## config.mk

```make
export PLATFORM = sky130hd
export DESIGN_NAME = keyed_wdt
export DESIGN_NICKNAME = d
export VERILOG_FILES = /design/src/rtl/keyed_wdt_pkg.sv /design/src/rtl/wdt_key_detect.sv /design/src/rtl/wdt_cfg_regs.sv /design/src/rtl/wdt_counter.sv /design/src/rtl/keyed_wdt.sv
export SDC_FILE = /design/constraint.sdc
export NUM_CORES = 1
export LEC_CHECK = 0
export BUFFER_PORTS_ARGS = -buffer_cell sky130_fd_sc_hd__buf_4
export CAP_MARGIN = 10
export CORE_AREA = 2 2 95 97
export DETAILED_ROUTE_END_ITERATION = 10
export DIE_AREA = 0 0 97 99
export HOLD_SLACK_MARGIN = 0.12
export PLACE_DENSITY = 0.89
export SLEW_MARGIN = 30
export SYNTH_ARGS = -nofsm -noshare
export SYNTH_HDL_FRONTEND = slang
export SYNTH_SLANG_ARGS = --single-unit
```

## constraint.sdc

```tcl
create_clock -name clk -period 5 [get_ports clk]
set_clock_uncertainty 0.15 [all_clocks]
set_input_delay 0.5 -clock clk [delete_from_list [all_inputs] [get_ports clk]]
set_output_delay 0.5 -clock clk [all_outputs]
set_load 0.05 [all_outputs]
```

## src/rtl/keyed_wdt_pkg.sv

```systemverilog
package keyed_wdt_pkg;

    // Register offsets (byte addresses on the register bus)
    localparam logic [3:0] OFS_CTRL = 4'h0;
    localparam logic [3:0] OFS_CMD  = 4'h4;
    localparam logic [3:0] OFS_LIM  = 4'h8;

    // Control word bit positions
    localparam int B_WIDE   = 13;
    localparam int B_OPEN   = 11;
    localparam int B_DONE   = 10;
    localparam int B_RUN    = 7;
    localparam int B_PERMIT = 5;

    // Command keys
    localparam logic [31:0] KEY_SERVICE = 32'hB480_A602;
    localparam logic [31:0] KEY_RECONF  = 32'hD928_C520;
    localparam logic [15:0] SVC_FIRST   = KEY_SERVICE[15:0];
    localparam logic [15:0] SVC_SECOND  = KEY_SERVICE[31:16];
    localparam logic [15:0] RCF_FIRST   = KEY_RECONF[15:0];
    localparam logic [15:0] RCF_SECOND  = KEY_RECONF[31:16];

    typedef enum logic [1:0] {
        PAIR_IDLE = 2'd0,
        PAIR_SVC  = 2'd1,
        PAIR_RCF  = 2'd2
    } pair_e;

endpackage

```

## src/rtl/wdt_key_detect.sv

```systemverilog
module wdt_key_detect
    import keyed_wdt_pkg::*;
(
    input  logic        clk,
    input  logic        rst_n,
    input  logic        wide_mode,
    input  logic        cmd_wr,
    input  logic [31:0] cmd_data,
    output logic        service_hit,
    output logic        reconf_hit
);

    typedef struct packed {
        pair_e pair;
    } kd_state_t;

    kd_state_t st_d, st_q;
    logic [15:0] half;

    assign half = cmd_data[15:0];

    always_comb begin
        st_d        = st_q;
        service_hit = 1'b0;
        reconf_hit  = 1'b0;
        if (wide_mode) begin
            st_d.pair = PAIR_IDLE;
            if (cmd_wr) begin
                service_hit = (cmd_data == KEY_SERVICE);
                reconf_hit  = (cmd_data == KEY_RECONF);
            end
        end else if (cmd_wr) begin
            case (st_q.pair)
                PAIR_IDLE: begin
                    if (half == SVC_FIRST)      st_d.pair = PAIR_SVC;
                    else if (half == RCF_FIRST) st_d.pair = PAIR_RCF;
                end
                PAIR_SVC: begin
                    service_hit = (half == SVC_SECOND);
                    st_d.pair   = PAIR_IDLE;
                end
                PAIR_RCF: begin
                    reconf_hit = (half == RCF_SECOND);
                    st_d.pair  = PAIR_IDLE;
                end
                default: st_d.pair = PAIR_IDLE;
            endcase
        end
    end

    always_ff @(posedge clk or negedge rst_n) begin
        if (!rst_n) st_q <= '{pair: PAIR_IDLE};
        else        st_q <= st_d;
    end

    // a pair never produces both key kinds at once
    p_onehot_hits_r4: assert property (@(posedge clk) disable iff (!rst_n)
        $onehot0({service_hit, reconf_hit}));

    // in narrow mode a service needs a pending first half
    p_pair_needs_first_r4: assert property (@(posedge clk) disable iff (!rst_n)
        (!wide_mode && service_hit) |-> (st_q.pair == PAIR_SVC));

endmodule

```

## src/rtl/wdt_cfg_regs.sv

```systemverilog
module wdt_cfg_regs
    import keyed_wdt_pkg::*;
#(
    parameter int CNT_W   = 32,
    parameter int WIN_CYC = 16,
    parameter int TOV_RST = 1000
) (
    input  logic             clk,
    input  logic             rst_n,
    input  logic             reconf_hit,
    input  logic             ctrl_wr,
    input  logic             lim_wr,
    input  logic [31:0]      wdata,
    output logic             wide_mode,
    output logic             run,
    output logic             permit,
    output logic             done,
    output logic             win_open,
    output logic [CNT_W-1:0] limit
);

    localparam int WIN_W = $clog2(WIN_CYC + 1);

    typedef struct packed {
        logic             wide;
        logic             run;
        logic             permit;
        logic             done;
        logic             open;
        logic [WIN_W-1:0] win;
        logic [CNT_W-1:0] lim;
    } cfg_state_t;

    cfg_state_t st_d, st_q;
    logic sealed;
    logic cfg_take;

    always_comb begin
        st_d     = st_q;
        sealed   = st_q.done && !st_q.permit;
        cfg_take = (ctrl_wr || lim_wr) && st_q.open;

        if (st_q.open) begin
            if (cfg_take || st_q.win == '0) st_d.open = 1'b0;
            else                             st_d.win  = st_q.win - 1'b1;
        end
        if (ctrl_wr && st_q.open) begin
            st_d.wide   = wdata[B_WIDE];
            st_d.run    = wdata[B_RUN];
            st_d.permit = wdata[B_PERMIT];
            st_d.done   = 1'b1;
        end
        if (lim_wr && st_q.open) st_d.lim = wdata[CNT_W-1:0];
        if (reconf_hit && !sealed) begin
            st_d.open = 1'b1;
            st_d.win  = WIN_W'(WIN_CYC - 1);
        end
    end

    always_ff @(posedge clk or negedge rst_n) begin
        if (!rst_n) begin
            st_q        <= '0;
            st_q.permit <= 1'b1;
            st_q.lim    <= CNT_W'(TOV_RST);
        end else begin
            st_q <= st_d;
        end
    end

    assign wide_mode = st_q.wide;
    assign run       = st_q.run;
    assign permit    = st_q.permit;
    assign done      = st_q.done;
    assign win_open  = st_q.open;
    assign limit     = st_q.lim;

    // a limit write with no open window leaves the limit alone
    p_locked_limit_r6: assert property (@(posedge clk) disable iff (!rst_n)
        (lim_wr && !win_open) |=> $stable(limit));

    // a control write with no open window leaves the run bit alone
    p_locked_ctrl_r6: assert property (@(posedge clk) disable iff (!rst_n)
        (ctrl_wr && !win_open) |=> $stable(run));

    // an accepted configuration write closes the window
    p_win_close_r7: assert property (@(posedge clk) disable iff (!rst_n)
        ((ctrl_wr || lim_wr) && win_open) |=> !win_open);

    // once sealed, the window stays shut
    p_sealed_r12: assert property (@(posedge clk) disable iff (!rst_n)
        (done && !permit) |=> !win_open);

endmodule

```

## src/rtl/wdt_counter.sv

```systemverilog
module wdt_counter #(
    parameter int CNT_W = 32
) (
    input  logic             clk,
    input  logic             rst_n,
    input  logic             tick,
    input  logic             run,
    input  logic             service,
    input  logic [CNT_W-1:0] limit,
    output logic [CNT_W-1:0] count,
    output logic             rst_req
);

    typedef struct packed {
        logic [CNT_W-1:0] cnt;
        logic             req;
    } ctr_state_t;

    ctr_state_t st_d, st_q;

    always_comb begin
        st_d = st_q;
        if (service) begin
            st_d.cnt = '0;
        end else if (run && tick && !st_q.req) begin
            st_d.cnt = st_q.cnt + 1'b1;
            if (st_d.cnt >= limit) st_d.req = 1'b1;
        end
    end

    always_ff @(posedge clk or negedge rst_n) begin
        if (!rst_n) st_q <= '0;
        else        st_q <= st_d;
    end

    assign count   = st_q.cnt;
    assign rst_req = st_q.req;

    // a service leaves the count at zero
    p_service_clears_r3: assert property (@(posedge clk) disable iff (!rst_n)
        service |=> (count == '0));

    // with counting disabled the count holds unless serviced
    p_hold_idle_r9: assert property (@(posedge clk) disable iff (!rst_n)
        (!run && !service) |=> $stable(count));

    // the reset request never drops before reset
    p_sticky_req_r10: assert property (@(posedge clk) disable iff (!rst_n)
        rst_req |=> rst_req);

    // the request can only rise on an enabled tick
    p_req_cause_r10: assert property (@(posedge clk) disable iff (!rst_n)
        $rose(rst_req) |-> $past(run && tick));

endmodule

```

## src/rtl/keyed_wdt.sv

```systemverilog
module keyed_wdt
    import keyed_wdt_pkg::*;
#(
    parameter int CNT_W   = 32,
    parameter int WIN_CYC = 16,
    parameter int TOV_RST = 1000
) (
    input  logic        clk,
    input  logic        rst_n,
    input  logic        tick,
    input  logic        bus_wr,
    input  logic        bus_rd,
    input  logic [3:0]  bus_addr,
    input  logic [31:0] bus_wdata,
    output logic [31:0] bus_rdata,
    output logic        wdt_rst_req
);

    logic             cmd_wr, ctrl_wr, lim_wr;
    logic             service_hit, reconf_hit;
    logic             wide_mode, run, permit, done, win_open;
    logic [CNT_W-1:0] limit, count;
    logic [31:0]      ctrl_word;

    assign cmd_wr  = bus_wr && (bus_addr == OFS_CMD);
    assign ctrl_wr = bus_wr && (bus_addr == OFS_CTRL);
    assign lim_wr  = bus_wr && (bus_addr == OFS_LIM);

    wdt_key_detect u_keys (
        .clk        (clk),
        .rst_n      (rst_n),
        .wide_mode  (wide_mode),
        .cmd_wr     (cmd_wr),
        .cmd_data   (bus_wdata),
        .service_hit(service_hit),
        .reconf_hit (reconf_hit)
    );

    wdt_cfg_regs #(
        .CNT_W  (CNT_W),
        .WIN_CYC(WIN_CYC),
        .TOV_RST(TOV_RST)
    ) u_cfg (
        .clk       (clk),
        .rst_n     (rst_n),
        .reconf_hit(reconf_hit),
        .ctrl_wr   (ctrl_wr),
        .lim_wr    (lim_wr),
        .wdata     (bus_wdata),
        .wide_mode (wide_mode),
        .run       (run),
        .permit    (permit),
        .done      (done),
        .win_open  (win_open),
        .limit     (limit)
    );

    wdt_counter #(
        .CNT_W(CNT_W)
    ) u_ctr (
        .clk    (clk),
        .rst_n  (rst_n),
        .tick   (tick),
        .run    (run),
        .service(service_hit),
        .limit  (limit),
        .count  (count),
        .rst_req(wdt_rst_req)
    );

    always_comb begin
        ctrl_word           = '0;
        ctrl_word[B_WIDE]   = wide_mode;
        ctrl_word[B_OPEN]   = win_open;
        ctrl_word[B_DONE]   = done;
        ctrl_word[B_RUN]    = run;
        ctrl_word[B_PERMIT] = permit;
    end

    always_comb begin
        bus_rdata = '0;
        if (bus_rd) begin
            case (bus_addr)
                OFS_CTRL: bus_rdata = ctrl_word;
                OFS_CMD:  bus_rdata = 32'(count);
                OFS_LIM:  bus_rdata = 32'(limit);
                default:  bus_rdata = '0;
            endcase
        end
    end

    // reads at unmapped offsets return zero
    p_unmapped_zero_r2: assert property (@(posedge clk) disable iff (!rst_n)
        (bus_rd && bus_addr != OFS_CTRL && bus_addr != OFS_CMD && bus_addr != OFS_LIM)
        |-> (bus_rdata == '0));

endmodule

```

==> results.py <==
metrics = {
    "synthesis": {
        "synth_edf_count": 0,
        "synth.avg_cell_area_um2": 8.63,
        "async_reset_ff_share_pct": 100,
        "ys_types": 61,
        "synth_seq_area_share_pct": 36.5,
        "synth-main-ff-cell": "dfrtp_1",
        "syn_inst": 614,
        "synth_area_um2": 5300,
        "syn_nets": 689,
        "ys_ff_latch": 77,
        "yosys_warnings": 0,
    },
    "worst_setup_path": {
        "cp_slowest_cell": "dfrtp_1",
        "worstSetupEndpoint": "u_ctr.rst_req",
        "critPathLaunch": "u_ctr.count[0]",
        "arrival_ns": 3.70,
        "worstSetupPathType": "flip-flop to flip-flop",
        "worstSetupStartpointType": "flip-flop",
        "ff2ff_path_depth": 13,
        "timing.reg2reg.setup_slack_ns": 1.43,
        "r2r_start": "u_ctr.count[0]",
        "cp.required_ns": 5.13,
        "worstReg2RegEnd": "u_ctr.rst_req",
        "critical_path_peak_fanout": 17,
        "crit_chain": "ha_1 > nand3_1 > nor4_4 > buf_4 > and2_1 > nand4_1 > xnor2_1 > ha_1 > nand4_1 > nor4_1 > nor3b_1 > o41ai_1 > a32oi_1",
        "endpoint_kind": "flip-flop",
        "cpPeakStageDelay_ns": 0.43,
    },
    "placed_design": {
        "dpl-instance-area_um2": 5860,
        "dp_hpwl_mm": 10.5,
        "io_buffers": 73,
        "place_congestion": 0.993,
    },
    "sta": {
        "period_needed_ns": 3.57,
        "relSlewSlack_pct": 42.3,
        "holdWs_ns": 0.208,
        "finalHoldViolations": 0,
        "worst_pin_slew_ns": 0.852,
        "min_period_over_period_pct": 71.4,
        "rsz0062_at_grt": "no",
        "final_max_slew_viol_count": 0,
        "finalSetupViolations": 0,
        "fin_setup_tns_ns": 0,
        "max_freq_mhz": 280,
    },
    "cts": {
        "clk_latency_ns": 0.36,
        "tritoncts": "yes",
        "root_buffer": "clkbuf_8",
        "path_clk_slew_ns": 0.09,
        "numCtsBuffers": 9,
        "cts-htree-levels": 3,
        "postCtsResizedCells": 0,
        "post_cts_buffers": 0,
        "cts.sinks": 77,
        "clock_path_buffers": 2,
    },
    "detailed_routing": {
        "postRouteAntennaNets": 0,
        "drc": 0,
        "via_per_inst": 6.24,
        "routed_wl_mm": 14.4,
        "drt_iter0_drc": 347,
        "first_pass_iters": 5,
        "vias": 4873,
        "detail_route.wl_per_cell_um": 18.4,
    },
    "floorplan": {
        "fp.dieH_um": 99,
        "io_pins": 74,
        "rows": 34,
        "core_area_um2": 8550,
        "dieArea_um2": 9600,
        "die_x_um": 97,
        "start_util_pct": 62.0,
    },
    "global_routing": {
        "grt_pass1_wl_mm": 23.9,
        "antenna_found_initial": 0,
        "grt.total_usage_pct": 30.7,
        "grt_max_degree": 78,
        "grt_overflow": 0,
        "grt_pass1_vias": 4908,
    },
    "power_and_ir_drop": {
        "leakagePower_nw": 2.96,
        "powerDensity_nw_per_um2": 203,
        "total_power_w": 0.00124,
        "peakVddDrop_uv": 156,
    },
    "finish": {
        "area_delta_synth_final_pct": 14.9,
        "drive_gt1_share_pct": 18.4,
        "design_area_um2": 6090,
        "fin_nets": 743,
        "fillers": 637,
        "final_core_util_pct": 71.2,
        "diodes": 0,
    },
    "min_path": {
        "worstHoldPathType": "input pin to flip-flop",
    },
    "status": {
        "outcome": "finished clean",
    },
    "run": {
        "drv_cap": 0,
    },
}
## Yosys cell counts (13+ instances only)
master / n / area share, %
nor2_1: 74 / 5.2
nand2_1: 67 / 4.7
a21oi_1: 19 / 1.8
clkbuf_1: 13 / 0.92
dfrtp_1: 70 / 33
inv_1: 39 / 2.8
buf_2: 13 / 1.2
xor2_1: 30 / 5.0
ha_1: 34 / 8.0
nand3_1: 16 / 1.5
a22oi_1: 32 / 4.5
o21ai_0: 43 / 4.1
xnor2_1: 28 / 4.6
nand4_1: 23 / 2.7
## worst min path at each step
stage	start	endpoint	slack, ns	cells past startpoint
floorplan	rst_n	u_cfg.done	0.05	0
global placement	u_cfg.limit[7]	u_cfg.limit[7]	0.35	2
detailed placement	u_cfg.st_q[36]	u_cfg.st_q[36]	0.36	1
CTS	rst_n	u_cfg.limit[22]	0.17	1
global route	bus_wdata[17]	u_cfg.limit[17]	0.21	3
finish	bus_wdata[16]	u_cfg.limit[16]	0.21	3
## logic make-up after synthesis
group | synth area share [%]
AOI/OAI and AO/OA | 13.4
xor gates and xnor gates | 9.58
adders and majority gates | 8.03
buffers and inverters | 5.90
DFF | 36.5
muxes | 1.49
and+or+nand+nor | 25.1
## report_power, final
group | internal [W] | switching (W)
Clock | 0.000295 | 0.000237
Sequential | 0.000622 | 0.000000000745
Combinational | 0.0000340 | 0.0000493
Total | 0.000951 | 0.000287
## layout by cell type (no fill, tap or decap), types with 23 or more instances in the layout
cell     instances
buf_4           77
a22oi_1         32
nand4_1         23
o21ai_0         43
nor2_1          73
dfrtp_1         70
ha_1            34
nand2_1         66
xnor2_1         28
xor2_1          30
inv_1           39
## registers in the layout, summed over array words and instances (netlist names)
register,flops
u_keys.st_q,2
u_cfg.win_open,1
u_cfg.permit,1
u_ctr.count,32
u_cfg.st_q,5
u_ctr.rst_req,1
u_cfg.done,1
u_cfg.limit,32
u_cfg.run,1
u_cfg.wide_mode,1
## layer usage
metal | GRT usage, % | vias up | share of wire (%)
li1 | - | 2252 | -
met1 | 38.0 | 2320 | 40
met2 | 52.2 | 248 | 49
met3 | 6.24 | 53 | 7.9
met4 | 13.4 | 0 | 3.4
met5 | 0 | - | 0
## final cells by class
| cell class | count | area (um^2) | area share, % |
|---|---|---|---|
| Timing Repair Buffer | 79 | 599 | 9.84 |
| Tap cell | 108 | 135 | 2.22 |
| Sequential cell | 77 | 1940 | 31.8 |
| Multi-Input combinational cell | 462 | 3060 | 50.2 |
| Inverter | 39 | 146 | 2.40 |
| Clock inverter | 4 | 72.6 | 1.19 |
| Clock buffer | 12 | 145 | 2.38 |
## timing repair
| item | CTS | global route |
|---|---|---|
| endpoints found under the setup margin | 0 | 0 |
| endpoints found under the hold margin | 0 | 70 |
| hold buffers | 0 | 1 |
## per-stage QoR
step           cells  setup slack (ns)
4_1_cts          780              1.45
3_3_place_gp     764              1.75
3_5_place_dp     764              1.48
5_1_grt          781              1.07
2_1_floorplan    614              2.02
6_report         781              1.43
## worst max-delay path, delay by kind of cell, from the launching register on
family	cells	cell delay (ns)
flops	1	0.43
fa+ha+maj	2	0.54
buf+inv	1	0.26
compound gates	2	0.31
xor+xnor	1	0.16
simple gates	7	1.64
(Power assumes the default switching activity.)
